$ cat config.mk
export PLATFORM = sky130hd
export DESIGN_NAME = baud_tick_gen
export DESIGN_NICKNAME = d
export VERILOG_FILES = /design/src/rtl/baud_gen_pkg.sv /design/src/rtl/baud_cfg_reg.sv /design/src/rtl/baud_prescaler.sv /design/src/rtl/baud_div_counter.sv /design/src/rtl/baud_tick_gen.sv
export SDC_FILE = /design/constraint.sdc
export NUM_CORES = 1
export LEC_CHECK = 0
export BUFFER_PORTS_ARGS = -buffer_cell sky130_fd_sc_hd__buf_2
export CAP_MARGIN = 5
export CELL_PAD_IN_SITES_DETAIL_PLACEMENT = 0
export CELL_PAD_IN_SITES_GLOBAL_PLACEMENT = 1
export CORE_ASPECT_RATIO = 1.75
export CORE_MARGIN = 2
export CORE_UTILIZATION = 49
export CTS_CLUSTER_SIZE = 12
export DETAILED_ROUTE_END_ITERATION = 6
export PLACE_DENSITY = 0.9
export SYNTH_ARGS = -nofsm -noshare
export SYNTH_HDL_FRONTEND = slang
export SYNTH_SLANG_ARGS = --single-unit
$ cat constraint.sdc
create_clock -name clk -period 4.55 [get_ports clk]
set_clock_uncertainty 0.15 [all_clocks]
set_input_delay 0.91 -clock clk [delete_from_list [all_inputs] [get_ports clk]]
set_output_delay 0.91 -clock clk [all_outputs]
set_load 0.02 [all_outputs]
$ cat src/rtl/baud_gen_pkg.sv
package baud_gen_pkg;

  // Prescale ratio chosen by the reference and halving flags.
  function automatic int unsigned pick_ratio(input logic xtal_sel, input logic half_sel,
                                             input int unsigned peri_div,
                                             input int unsigned xtal_div,
                                             input int unsigned xtal_half_div);
    if (!xtal_sel) return peri_div;
    return half_sel ? xtal_half_div : xtal_div;
  endfunction

  function automatic int unsigned max3(input int unsigned a, input int unsigned b,
                                       input int unsigned c);
    int unsigned m;
    m = (a > b) ? a : b;
    return (m > c) ? m : c;
  endfunction

endpackage

$ cat src/rtl/baud_cfg_reg.sv
module baud_cfg_reg #(
  parameter int CFG_W    = 32,
  parameter int DIV_W    = 23,
  parameter int USE_BIT  = 23,
  parameter int XTAL_BIT = 24,
  parameter int HALF_BIT = 27
) (
  input  logic             clk,
  input  logic             rst_n,
  input  logic             wr,
  input  logic [CFG_W-1:0] word,
  output logic [DIV_W-1:0] div_n,
  output logic             use_div,
  output logic             xtal_sel,
  output logic             half_sel
);

  logic [CFG_W-1:0] cfg_q;

  always_ff @(posedge clk or negedge rst_n) begin
    if (!rst_n)  cfg_q <= '0;
    else if (wr) cfg_q <= word;
  end

  assign div_n    = cfg_q[DIV_W-1:0];
  assign use_div  = cfg_q[USE_BIT];
  assign xtal_sel = cfg_q[XTAL_BIT];
  assign half_sel = cfg_q[HALF_BIT];

endmodule

$ cat src/rtl/baud_prescaler.sv
module baud_prescaler #(
  parameter int PRE_W = 3
) (
  input  logic             clk,
  input  logic             rst_n,
  input  logic             clear,
  input  logic             src_en,
  input  logic [PRE_W-1:0] ratio,
  output logic             pre_fire
);

  logic [PRE_W-1:0] pre_cnt;
  logic [PRE_W-1:0] pre_last;

  assign pre_last = ratio - 1'b1;
  assign pre_fire = src_en && !clear && (pre_cnt == pre_last);

  always_ff @(posedge clk or negedge rst_n) begin
    if (!rst_n)      pre_cnt <= '0;
    else if (clear)  pre_cnt <= '0;
    else if (src_en) pre_cnt <= (pre_cnt == pre_last) ? '0 : pre_cnt + 1'b1;
  end

  AST_PRE_BOUND: assert property (@(posedge clk) disable iff (!rst_n)
    pre_cnt < ratio);
  AST_PRE_HOLD: assert property (@(posedge clk) disable iff (!rst_n)
    (!src_en && !clear) |=> $stable(pre_cnt));
  AST_PRE_CLEAR: assert property (@(posedge clk) disable iff (!rst_n)
    clear |=> (pre_cnt == '0));

endmodule

$ cat src/rtl/baud_div_counter.sv
module baud_div_counter #(
  parameter int DIV_W = 23
) (
  input  logic             clk,
  input  logic             rst_n,
  input  logic             clear,
  input  logic             step,
  input  logic [DIV_W-1:0] limit,
  output logic             wrap,
  output logic             tick_q
);

  logic [DIV_W-1:0] div_cnt;

  assign wrap = step && (div_cnt == limit);

  always_ff @(posedge clk or negedge rst_n) begin
    if (!rst_n) begin
      div_cnt <= '0;
      tick_q  <= 1'b0;
    end else begin
      tick_q <= wrap && !clear;
      if (clear)     div_cnt <= '0;
      else if (step) div_cnt <= (div_cnt == limit) ? '0 : div_cnt + 1'b1;
    end
  end

  AST_DIV_BOUND: assert property (@(posedge clk) disable iff (!rst_n)
    !clear |-> (div_cnt <= limit));
  AST_TICK_SINGLE: assert property (@(posedge clk) disable iff (!rst_n)
    tick_q |=> !tick_q);
  AST_TICK_CAUSE: assert property (@(posedge clk) disable iff (!rst_n)
    tick_q |-> $past(step));

endmodule

$ cat src/rtl/baud_tick_gen.sv
module baud_tick_gen #(
  parameter int CFG_W         = 32,
  parameter int DIV_W         = 23,
  parameter int USE_BIT       = 23,
  parameter int XTAL_BIT      = 24,
  parameter int HALF_BIT      = 27,
  parameter int PERI_DIV      = 4,
  parameter int XTAL_DIV      = 3,
  parameter int XTAL_HALF_DIV = 2
) (
  input  logic             clk,
  input  logic             rst_n,
  input  logic             cfg_wr,
  input  logic [CFG_W-1:0] cfg_word,
  input  logic             xtal_en,
  output logic             tick
);
  import baud_gen_pkg::*;

  localparam int unsigned MAX_DIV = max3(PERI_DIV, XTAL_DIV, XTAL_HALF_DIV);
  localparam int PRE_W = $clog2(MAX_DIV + 1);

  logic [DIV_W-1:0] div_n;
  logic             use_div, xtal_sel, half_sel;
  logic             restart, hold_clear, src_en, pre_fire, wrap;
  logic [PRE_W-1:0] ratio;

  baud_cfg_reg #(
    .CFG_W(CFG_W), .DIV_W(DIV_W), .USE_BIT(USE_BIT),
    .XTAL_BIT(XTAL_BIT), .HALF_BIT(HALF_BIT)
  ) u_cfg (
    .clk(clk), .rst_n(rst_n), .wr(cfg_wr), .word(cfg_word),
    .div_n(div_n), .use_div(use_div), .xtal_sel(xtal_sel), .half_sel(half_sel)
  );

  assign restart    = cfg_wr;
  assign hold_clear = restart || !use_div;
  assign src_en     = xtal_sel ? xtal_en : 1'b1;
  assign ratio      = PRE_W'(pick_ratio(xtal_sel, half_sel, PERI_DIV, XTAL_DIV, XTAL_HALF_DIV));

  baud_prescaler #(.PRE_W(PRE_W)) u_pre (
    .clk(clk), .rst_n(rst_n), .clear(hold_clear), .src_en(src_en),
    .ratio(ratio), .pre_fire(pre_fire)
  );

  baud_div_counter #(.DIV_W(DIV_W)) u_div (
    .clk(clk), .rst_n(rst_n), .clear(hold_clear), .step(pre_fire),
    .limit(div_n), .wrap(wrap), .tick_q(tick)
  );

  AST_IDLE_LOW: assert property (@(posedge clk) disable iff (!rst_n)
    !use_div |-> !tick);
  AST_WRITE_QUIET: assert property (@(posedge clk) disable iff (!rst_n)
    restart |=> !tick);
  AST_PERI_IGNORES_XTAL: assert property (@(posedge clk) disable iff (!rst_n)
    !xtal_sel |-> src_en);
  AST_WRAP_TICK: assert property (@(posedge clk) disable iff (!rst_n)
    (wrap && !restart) |=> tick);

endmodule

==> results of run 1 <==
-- layer usage --
| layer | up-vias | track usage | wire length, µm |
|---|---|---|---|
| met1 | 950 | 0.2232 | 2096 |
| met3 | 17 | 0.03731 | 135 |
| met5 | - | 0 | 0 |
| met2 | 32 | 0.3400 | 2927 |
| met4 | 0 | 0.09699 | 221 |
| li1 | 944 | - | - |
-- worst max-delay path: cells and delay by family --
| family | cells | cell delay [ns] |
|---|---|---|
| buffers and inverters | 2 | 0.69 |
| and+or+nand+nor | 4 | 0.79 |
| xor gates and xnor gates | 1 | 0.16 |
-- final cells by class --
class	instances	share of cell area
multi-input combinational	186	0.4382
tap	76	0.03072
sequential	53	0.4285
clock buffer	5	0.02223
inverter	5	0.006063
clock inverter	3	0.02102
timing repair buffer	32	0.05335
-- cells by family (layout without fill, tap and decap cells) --
logic type,Yosys count,in the layout,synth area share
xor gates and xnor gates,36,36,0.1142
and+or+nand+nor,92,92,0.1880
muxes,26,26,0.1056
AOI/OAI and AO/OA,30,30,0.07432
buffers and inverters,12,45,0.02855
DFF,53,53,0.4803
adders and majority gates,2,2,0.009061
-- registers in the layout, indices dropped and copies added (netlist names) --
signal,flops
u_cfg.cfg_q,26
u_div.tick_q,1
u_div.div_cnt,23
u_pre.pre_cnt,3
-- worst paths after layout --
path | from | to | depth (start not counted)
worst max-delay path | cfg_wr | u_div.div_cnt[10] | 7
worst min-delay path | u_cfg.cfg_q[10] | u_cfg.cfg_q[10] | 1
worst max register to register | u_div.div_cnt[9] | u_div.div_cnt[9] | 6
worst min register to register | u_cfg.cfg_q[10] | u_cfg.cfg_q[10] | 1
max in group asynchronous | rst_n | u_div.div_cnt[11] | 2
min in group asynchronous | rst_n | u_div.div_cnt[7] | 1
-- layout by cell type (no fill, tap or decap), types with 8 or more instances in the layout --
master and n:
nor2_1 20, nand2_1 20, buf_2 30, xnor2_1 10
dfrtp_1 53, nor3_1 8, mux2_2 25, o21ai_0 9
a21oi_1 8, xor2_1 26, nand3_1 8
-- report_power, final --
group	switching (mW)	internal, mW
Combinational	0.0431	0.0453
Sequential	0.0182	0.495
Clock	0.158	0.219
-- stage by stage --
| stage | instances | setup WS, ns | area (µm²) |
|---|---|---|---|
| after floorplan | 251 | 2.146 | 2761 |
| after global placement | 352 | 1.672 | 2962 |
| after detailed placement | 352 | 1.655 | 2962 |
| after CTS | 360 | 1.993 | 3095 |
| after global routing | 360 | 1.927 | 3095 |
| final | 360 | 2.028 | 3095 |
==> metrics.md, run 1 <==
| Metric | Value |
|---|---|
| Clock slew at reported path FFs | `0.09 ns` |
| WL final | `5.380 mm` |
| Vias in the first global route | `1,938` |
| Synthesized cell area | `2761 µm²` |
| Vias/cell | `~5.4` |
| Reg2reg setup slack | `roughly 2.3 ns` |
| Top area cells in the synthesized netlist | `dfrtp_1 (48%), mux2_2 (10%), xor2_1 (8.2%)` |
| Min cycle time layout | `about 2.5 ns` |
| FF+latch count, synth | `53` |
| Sequential-to-total area share from yosys stat | `0.4803` |
| Clock Tree Root | `clkbuf_8` |
| Number of clock sinks | `53` |
| Global-route usage over all layers | `0.1957` |
| Max Clk Rate | `396.5 MHz` |
| Post-route core utilization | `0.5633` |
| Share of layout cells above drive strength 1 | `0.2782` |
| Outcome | `finished, final reports clean` |
| DRT iter0 DRCs | `34` |
| Main synth FF type | `dfrtp_1` |
| Detailed-route wire length per cell | `14.94 µm` |
| Max-slew headroom | `0.5815` |
| Slew of the pin with the lowest slew margin | `roughly 0.63 ns` |
| Clk_lat worst skew | `between 0.3 and 0.4 ns` |
| Synth area leader | `dfrtp_1` |
| Cell variety after synth | `52` |
| Num rows | `36` |
| Core ar. | `about 5500 µm²` |
| Top cell type's share of synthesized area | `0.4803` |
| Die span in x | `60.75 µm` |
| Avg Synthesized Cell Area | `about 11 µm²` |
| Nets | `roughly 320` |
| Crit path cell chain | `buf_2 -> nand2b_4 -> nor3_2 -> buf_4 -> nor4b_1 -> xnor2_1 -> nor2_1` |
| Crit start category | `primary input` |
| Hold buffers post-CTS | `0` |
| Critical path class | `primary input to flop` |
| Endpoint class of the critical path | `flop` |
| Maximum root-to-sink buffer count | `2` |
| Final Cycle Share | `0.5543` |
| EDFF count, synth | `0` |
| Hold_ws | `0.3822 ns` |
| Htree depth | `2` |
| Ys async rst share | `1.000` |
| Synthesized instance count | `251` |
| GPL Wtd Cong | `0.7990` |
| Initial Util | `0.5025` |
| CP max stage cell | `buf_2` |
| Syn_nets | `~290` |
| Post-CTS setup buffer count | `0` |
| CP peak stage delay | `around 0.47 ns` |
| Residual DRC | `0` |
| CP Data Arrival Time | `2.56 ns` |
| Pwr Density | `315.9 nW/µm²` |
| I/O pins | `37` |
| Setup repair after global routing missed its margin | `no` |
| Maximum net fanout on the critical path | `27` |
| Max cap viols | `0` |
| Max Slew Vio Count | `0` |
| Antenna violations before repair | `0` |
| Antenna Violating Nets Remaining | `0` |
| Worst EP required | `4.59 ns` |
| YS warnings | `0` |
| First-pass GRT wire length | `9.073 mm` |
| Layout filler cell count | `approximately 530` |
| HP Class | `flop to flop` |
| Die area | `6275 µm²` |
| DP HPWL | `3.907 mm` |
| Vias | `roughly 1,900` |
| Post-synth top cells | `dfrtp_1 (53), xor2_1 (26), mux2_2 (25), nand2_1 (20), nor2_1 (20)` |
| Leak | `approximately 1.3 nW` |
| IO buf count | `30` |
| Final-report setup violation count | `0` |
| Total gr overflow | `0` |
| Hold Vio Cnt, Final | `0` |
| Most common cell in the netlist | `dfrtp_1` |
| Largest net degree at the start of global routing | `29` |
| Fin Setup TNS | `0 ns` |
| CTS tree | `built` |
| TritonRoute pass-1 iters | `4` |
| Diodes inserted | `0` |
| Register area | `around 1300 µm²` |
| Num CTS Buffers | `5` |
| Area of the multi-input gates | `1356 µm²` |
| Worst vdd ir | `0.4084 mV` |
| Area Overhead vs Synth | `12.10%` |
| Post_cts resized | `0` |
| Power Total | `0.9778 mW` |
| Die Height | `103.3 µm` |
Note: power is estimated with default switching activity, not from simulation.
==> run 2: changes to the inputs <==
ABC_AREA = 1   (was not set)
CORE_UTILIZATION = 42   (was 49)
PLACE_DENSITY = 0.86   (was 0.9)
clock period = 2.6 ns   (was 4.55 ns; I/O delays follow)
==> run 2 against run 1 <==
Count of clock-buffer cells in the layout is 2 higher. Highest routed layer unchanged. Total power is 83% higher. Global-route usage grew 2.0 points. Clock power rose by 78%. Routed wire length rose by 61%. Cell count increased by 77%. Via count is 65% higher. Register-to-register slack worse by 1.8 ns. Cell area grew 21%. Sequential power up 73%. Combinational power increased to 2.6 times the previous value. Synthesized cell count rose by 110%.
==> metrics.md, run 2 <==
| Metric | Value |
|---|---|
| Largest Register | `u_cfg.cfg_q (unchanged)` |
| Min cycle time layout | `2.100 ns` |
| Max Clk Rate | `476.2 MHz` |
| Synthesized instance count | `519 (was 251)` |
| Fin Setup TNS | `0 ns (unchanged)` |
| Setup repair after global routing missed its margin | `no (unchanged)` |
| Top cell type's share of synthesized area | `0.3938 (was 0.4803)` |
| Outcome | `finished, final reports clean (unchanged)` |
| Reg2reg setup slack | `0.50 ns (was 2.25 ns)` |
| Hold Vio Cnt, Final | `0 (unchanged)` |
| Number of clock sinks | `53 (unchanged)` |
| XOR/XNOR Fraction of Synth Area | `0.02860 (was 0.1142)` |
| Post-CTS setup buffer count | `0 (unchanged)` |
| Most common cell in the netlist | `nand2_1 (was dfrtp_1)` |
| Nets | `586 (was 321)` |
| Compound-Gate Fraction of Synth Area | `0.06649 (was 0.07431)` |
| Crit path cell chain | `ha_1 -> nand3_1 -> inv_1 -> nand2_1 -> nor2_1 -> xor2_1 -> nand3_1 -> o21ai_0 (was buf_2 -> nand2b_4 -> nor3_2 -> buf_4 -> nor4b_1 -> xnor2_1 -> nor2_1)` |
| IO buf count | `30 (unchanged)` |
| Most frequent cells in the layout | `nand2_1 (226), inv_1 (61), dfrtp_1 (53), nor2_1 (38), o21ai_0 (32) (was dfrtp_1 (53), buf_2 (30), xor2_1 (26), mux2_2 (25))` |
| Worst EP required | `2.67 ns (was 4.59 ns)` |
| Diodes inserted | `0 (unchanged)` |
| Fin cells | `638 (was 360)` |
| Die Height | `122.5 µm (was 103.3 µm)` |
| I/O pins | `37 (unchanged)` |
| Area of the multi-input gates | `1687 µm² (was 1356 µm²)` |
| Num CTS Buffers | `5 (unchanged)` |
| Area Overhead vs Synth | `10.96% (was 12.10%)` |
| WL final | `8.683 mm (was 5.380 mm)` |
| Num rows | `43 (was 36)` |
| Syn_nets | `557 (was 289)` |
| CP max stage cell | `dfrtp_1 (was buf_2)` |
| Maximum net fanout on the critical path | `7 (was 27)` |
| Largest register FFs | `26 (unchanged)` |
| Post-synthesis simple-gate area fraction | `0.3982 (was 0.1880)` |
| Largest net degree at the start of global routing | `51 (was 29)` |
| GPL Wtd Cong | `0.8993 (was 0.7990)` |
| Antenna Violating Nets Remaining | `0 (unchanged)` |
| CP dominant cell by count | `nand3_1` |
| Clk_lat worst skew | `0.29 ns (was 0.32 ns)` |
| Vias in the first global route | `3,119 (was 1,938)` |
| Top area cells in the synthesized netlist | `dfrtp_1 (39%), nand2_1 (25%), inv_1 (6.8%) (was dfrtp_1 (48%), mux2_2 (10%), xor2_1 (8.2%))` |
| DRT iter0 DRCs | `150 (was 34)` |
| Total gr overflow | `0 (unchanged)` |
| Synth area leader | `dfrtp_1 (unchanged)` |
| Dpl cells | `631 (was 352)` |
| Clock slew at reported path FFs | `0.07 ns (was 0.09 ns)` |
| Post-synth top cells | `nand2_1 (226), inv_1 (61), dfrtp_1 (53), nor2_1 (38), o21ai_0 (32) (was dfrtp_1 (53), xor2_1 (26), mux2_2 (25), nand2_1 (20), nor2_1 (20))` |
| Antenna violations before repair | `0 (unchanged)` |
| Cell variety after synth | `28 (was 52)` |
| YS warnings | `0 (unchanged)` |
| Crit start category | `flop (was primary input)` |
| Final Cycle Share | `0.8077` |
| FF+latch count, synth | `53 (unchanged)` |
| Max cap viols | `0 (unchanged)` |
| Die area | `8780 µm² (was 6275 µm²)` |
| Most common cell after layout, fill and taps aside | `nand2_1 (was dfrtp_1)` |
| Worst reg2reg path startpoint | `u_div.div_cnt[0] (was u_div.div_cnt[9])` |
| Leak | `1.952 nW (was 1.348 nW)` |
| CTS tree | `built (unchanged)` |
| Worst reg2reg path depth | `8 (was 6)` |
| Max Slew Vio Count | `0 (unchanged)` |
| Proportion of synthesized area in mux cells | `0 (was 0.1056)` |
| Critical path class | `flop to flop (was primary input to flop)` |
| Maximum root-to-sink buffer count | `2 (unchanged)` |
| Residual DRC | `0 (unchanged)` |
| DP HPWL | `6.646 mm (was 3.907 mm)` |
| Synthesized cell area | `3368 µm² (was 2761 µm²)` |
| Ys async rst share | `1.000 (unchanged)` |
| Worst setup startpoint | `u_div.div_cnt[0] (was cfg_wr)` |
| Final-report setup violation count | `0 (unchanged)` |
| Layout filler cell count | `827 (was 531)` |
| Avg Synthesized Cell Area | `6.490 µm² (was 11.00 µm²)` |
| Slew of the pin with the lowest slew margin | `0.5423 ns (was 0.6278 ns)` |
| CP peak stage delay | `0.43 ns (was 0.47 ns)` |
| Initial Util | `0.4288 (was 0.5025)` |
| Max-slew headroom | `0.6357 (was 0.5815)` |
| Share of layout cells above drive strength 1 | `0.1186 (was 0.2782)` |
| Adder-cell share of the synthesized area | `0.007429 (was 0.009062)` |
| TritonRoute pass-1 iters | `5 (was 4)` |
| Core ar. | `7855 µm² (was 5495 µm²)` |
| HP Class | `primary input to async pin (was flop to flop)` |
| Registers with the most flip-flops | `u_cfg.cfg_q x26, u_div.div_cnt x23, u_pre.pre_cnt x3 (unchanged)` |
| Vias | `3,206 (was 1,943)` |
| Detailed-route wire length per cell | `13.61 µm (was 14.94 µm)` |
| CP Data Arrival Time | `2.17 ns (was 2.56 ns)` |
| Hold buffers post-CTS | `0 (unchanged)` |
| Htree depth | `2 (unchanged)` |
| Register area | `1326 µm² (unchanged)` |
| Sequential-to-total area share from yosys stat | `0.3938 (was 0.4803)` |
| Clock Tree Root | `clkbuf_16 (was clkbuf_8)` |
| Die span in x | `71.70 µm (was 60.75 µm)` |
| Global-route usage over all layers | `0.2161 (was 0.1957)` |
| Main synth FF type | `dfrtp_1 (unchanged)` |
| Main combinational cell family by area after synthesis | `simple AND/OR/NAND/NOR gates (unchanged)` |
| Worst vdd ir | `0.3722 mV (was 0.4084 mV)` |
| First-pass GRT wire length | `14.60 mm (was 9.073 mm)` |
| EDFF count, synth | `0 (unchanged)` |
| Endpoint class of the critical path | `flop (unchanged)` |
| Vias/cell | `5.025 (was 5.397)` |
| Post_cts resized | `0 (unchanged)` |
| Pwr Density | `477.8 nW/µm² (was 315.9 nW/µm²)` |
| R2R Path End | `u_div.div_cnt[16] (was u_div.div_cnt[9])` |
==> run 2: layout make-up <==
cell class	instances	share of cell area
Sequential cell	53	0.3549
Tap cell	90	0.03013
Timing Repair Buffer	36	0.05223
Multi-Input combinational cell	379	0.4513
Clock buffer	7	0.03817
Inverter	73	0.07332
==> run 2: cells by family after synthesis <==
family | count (synthesis)
AO/OA/AOI/OAI | 43
XOR/XNOR | 11
adder cells (fa/ha/maj) | 2
buffers and inverters | 87
flip-flops | 53
AND/OR/NAND/NOR | 323
==> run 2: power breakdown <==
| group | internal, mW | leakage [nW] | switching (mW) | total (mW) |
|---|---|---|---|---|
| Sequential | 0.862 | 0.693 | 0.0256 | 0.888 |
| Clock | 0.379 | 0.0700 | 0.292 | 0.672 |
| Combinational | 0.0764 | 1.19 | 0.150 | 0.226 |
| Total | 1.32 | 1.95 | 0.468 | 1.79 |
==> run 2: metal layers <==
layer / up-vias / part of all wire / global-route usage
met5: - / 0 / 0
met4: 0 / 0.039 / 0.1085
met3: 20 / 0.043 / 0.02791
met2: 88 / 0.52 / 0.3900
met1: 1452 / 0.40 / 0.2449
li1: 1646 / - / -
==> run 2: worst max path at each step <==
| stage | endpoint | slack [ns] | depth (start not counted) |
|---|---|---|---|
| 6_report | u_div.div_cnt[16] | 0.50 | 8 |
| 3_3_place_gp | u_div.div_cnt[22] | 0.41 | 9 |
| 4_1_cts | u_div.div_cnt[16] | 0.49 | 8 |
| 3_5_place_dp | u_div.div_cnt[19] | 0.37 | 9 |
| 5_1_grt | u_div.div_cnt[16] | 0.30 | 8 |
| 2_1_floorplan | u_div.div_cnt[22] | 0.90 | 10 |
==> run 2: per-stage QoR <==
step	setup slack, ns	power [mW]	instance area [µm²]	hold slack [ns]	utilization
final	0.5000	1.786	3737	0.03389	0.4758
after CTS	0.4876	1.809	3737	0.04585	0.4758
after global routing	0.2990	1.875	3737	0.06852	0.4758
after detailed placement	0.3664	1.134	3595	0.3545	0.4576
after global placement	0.4113	1.126	3595	0.3502	0.4576
after floorplan	0.9010	1.042	3368	0.07441	-
==> run 2: worst max-delay path, delay by kind of cell, from the launching register on <==
family	cells	cell delay [ns]
fa+ha+maj	1	0.30
xor+xnor	1	0.17
flops	1	0.43
simple gates	4	0.62
buf+inv	1	0.28
compound gates	1	0.08
==> run 3: changes to the inputs <==
ABC_AREA = 0   (was 1)
CORE_UTILIZATION = 41   (was 42)
PLACE_DENSITY = 0.81   (was 0.86)
clock period = 1.9 ns   (was 2.6 ns; I/O delays follow)
==> run 3 against run 2 <==
The flow now finishes with violations (negative setup slack). Sequential power increased by 39%. Global-route usage fell by 3.2 points. Count of clock-buffer cells in the layout did not move. Fmax is 0.28% higher. Worst setup slack got worse by 0.69 ns. Register-to-register slack worse by 0.69 ns. Sequential share of layout area down 0.16 points. Die area decreased by 15%. Critical path type unchanged. Largest cell class unchanged. Highest routed layer unchanged.
==> metrics.md, run 3 (synthesized netlist as in run 1, its figures left out) <==
| Metric | Value |
|---|---|
| Maximum net fanout on the critical path | `8 (was 7)` |
| Leak | `1.701 nW (was 1.952 nW)` |
| Diodes inserted | `0 (unchanged)` |
| Worst vdd ir | `0.6545 mV (was 0.3722 mV)` |
| Share of layout cells above drive strength 1 | `0.4435 (was 0.1186)` |
| Hold path depth | `3` |
| First-pass GRT wire length | `10.38 mm (was 14.60 mm)` |
| Post-route core utilization | `0.5746 (was 0.4758)` |
| Clk_lat worst skew | `0.30 ns (was 0.29 ns)` |
| Critical path class | `flop to flop (unchanged)` |
| Die span in x | `66.04 µm (was 71.70 µm)` |
| Violated checks | `negative setup slack` |
| Endpoint class of the critical path | `flop (unchanged)` |
| Most frequent cells in the layout | `buf_4 (54), dfrtp_1 (52), buf_2 (30), xor2_1 (26), mux2_2 (25) (was nand2_1 (226), inv_1 (61), dfrtp_1 (53), nor2_1 (38), o21ai_0 (32))` |
| Hold Startpoint | `cfg_word[23]` |
| Die area | `7433 µm² (was 8780 µm²)` |
| Crit start category | `flop (unchanged)` |
| Largest net degree at the start of global routing | `27 (was 51)` |
| Max Slew Vio Count | `0 (unchanged)` |
| Vias in the first global route | `2,305 (was 3,119)` |
| Final Cycle Share | `1.102 (was 0.8077)` |
| Reg2reg setup slack | `-0.19 ns (was 0.50 ns)` |
| Area Overhead vs Synth | `36.07% (was 10.96%)` |
| Num rows | `39 (was 43)` |
| Number of clock sinks | `53 (unchanged)` |
| Clock slew at reported path FFs | `0.07 ns (about the same)` |
| WL final | `6.362 mm (was 8.683 mm)` |
| Worst EP required | `1.97 ns (was 2.67 ns)` |
| Largest register FFs | `26 (unchanged)` |
| Pwr Density | `659.8 nW/µm² (was 477.8 nW/µm²)` |
| Final-report setup violation count | `20 (was 0)` |
| Setup repair after global routing missed its margin | `yes (was no)` |
| Antenna violations before repair | `0 (unchanged)` |
| Hold Vio Cnt, Final | `0 (unchanged)` |
| CTS tree | `built (unchanged)` |
| Worst reg2reg path depth | `6 (was 8)` |
| Outcome | `complete, but fails checks (was finished, final reports clean)` |
| Total gr overflow | `0 (unchanged)` |
| Slew of the pin with the lowest slew margin | `0.4871 ns (was 0.5423 ns)` |
| Min cycle time layout | `2.094 ns (was 2.100 ns)` |
| CP Data Arrival Time | `2.16 ns (was 2.17 ns)` |
| DP HPWL | `4.645 mm (was 6.646 mm)` |
| GPL Wtd Cong | `0.8050 (was 0.8993)` |
| TritonRoute pass-1 iters | `4 (was 5)` |
| Most common cell after layout, fill and taps aside | `buf_4 (was nand2_1)` |
| Detailed-route wire length per cell | `14.90 µm (was 13.61 µm)` |
| Registers with the most flip-flops | `u_cfg.cfg_q x26, u_div.div_cnt x23, u_pre.pre_cnt x3 (unchanged)` |
| Hold endpoint | `u_cfg.cfg_q[23]` |
| Htree depth | `2 (unchanged)` |
| Vias/cell | `5.213 (was 5.025)` |
| Hold_ws | `0.1449 ns (was 0.03389 ns)` |
| Nets | `382 (was 586)` |
| Max Clk Rate | `477.5 MHz (was 476.2 MHz)` |
| I/O pins | `37 (unchanged)` |
| Max cap viols | `0 (unchanged)` |
| Initial Util | `0.4223 (was 0.4288)` |
| HP Class | `primary input to flop (was primary input to async pin)` |
| Die Height | `112.6 µm (was 122.5 µm)` |
| Antenna Violating Nets Remaining | `0 (unchanged)` |
| Final Worst Setup Slack | `-0.1941 ns (was 0.5000 ns)` |
| Num CTS Buffers | `5 (unchanged)` |
| Max-slew headroom | `0.6753 (was 0.6357)` |
| Vias | `2,226 (was 3,206)` |
| Clock Tree Root | `clkbuf_16 (unchanged)` |
| Core ar. | `6539 µm² (was 7855 µm²)` |
| DRT iter0 DRCs | `47 (was 150)` |
| Worst reg2reg path startpoint | `u_pre.pre_cnt[1] (was u_div.div_cnt[0])` |
| R2R Path End | `u_div.div_cnt[21] (was u_div.div_cnt[16])` |
| Global-route usage over all layers | `0.1837 (was 0.2161)` |
| Largest Register | `u_cfg.cfg_q (unchanged)` |
| Maximum root-to-sink buffer count | `2 (unchanged)` |
| IO buf count | `30 (unchanged)` |
| Residual DRC | `0 (unchanged)` |
| Pre-CTS setup slack | `-0.2114 ns (was 0.3664 ns)` |
==> run 3: cell types whose count changed in the layout (fill, tap and decap cells not counted), sizes merged, moves of 8 or more <==
cell   before  now
buf        36   92
inv        71    5
mux2        0   25
nand2     230   20
nand3      29    8
nor2       45   21
o21ai      39   10
xnor2       2   10
xor2        9   26
==> run 3: report_power, final <==
| part | switching, mW | internal, mW | leakage, nW |
|---|---|---|---|
| clock network | 0.413 | 0.559 | 0.0799 |
| logic | 0.123 | 0.151 | 0.941 |
| registers | 0.0469 | 1.19 | 0.680 |
| total | 0.583 | 1.90 | 1.70 |
==> run 3: repair_timing <==
action                                  CTS  global route
endpoints found under the setup margin   23            23
setup buffers                             7             4
hold endpoints to repair                 17             0
pin swaps                                 3            14
hold buffers                              1             0
cloned                                    0             0
resized for setup                        10            19
==> run 3: per-stage QoR <==
step / total power [mW] / area, µm² / cells / TNS, ns
floorplan: 1.388 / 2761 / 251 / 0
detailed placement: 1.515 / 3387 / 407 / -2.291
finish: 2.479 / 3757 / 427 / -1.661
CTS: 2.485 / 3642 / 423 / -1.366
global route: 2.565 / 3757 / 427 / -3.680
global placement: 1.504 / 3387 / 407 / -0.7275
==> run 3: layout make-up <==
cell class              count  area (µm²)
fillers                   551        2781
multi-input cells         186        1460
flip-flops and latches     53        1328
repair buffers             93       690.7
clock buffers               7       152.6
well taps                  82       102.6
inverters                   5       18.77
clock inverters             1       5.005
==> run 3: worst max-delay path, cell delays in order, from the launching register on <==
cell and delay, ns:
dfrtp_1 0.44, nand4b_1 0.29, a21oi_4 0.25, o21ba_4 0.18
o21ai_4 0.09, or4_1 0.52, o211ai_1 0.10
==> run 3: how the worst max path moves through the flow <==
stage	from	to	slack (ns)
2_1_floorplan	u_div.div_cnt[3]	u_div.div_cnt[19]	0.007
3_3_place_gp	u_div.div_cnt[16]	u_div.div_cnt[19]	-0.14
3_5_place_dp	u_cfg.cfg_q[22]	u_div.div_cnt[19]	-0.21
4_1_cts	u_pre.pre_cnt[0]	u_div.div_cnt[21]	-0.13
5_1_grt	u_pre.pre_cnt[1]	u_div.div_cnt[21]	-0.28
6_report	u_pre.pre_cnt[1]	u_div.div_cnt[21]	-0.19
==> run 3: metal layers <==
metal  GRT usage  share of wire
met5           0              0
met4      0.1143          0.055
met3     0.02806          0.026
met2      0.3239           0.54
met1      0.1990           0.38
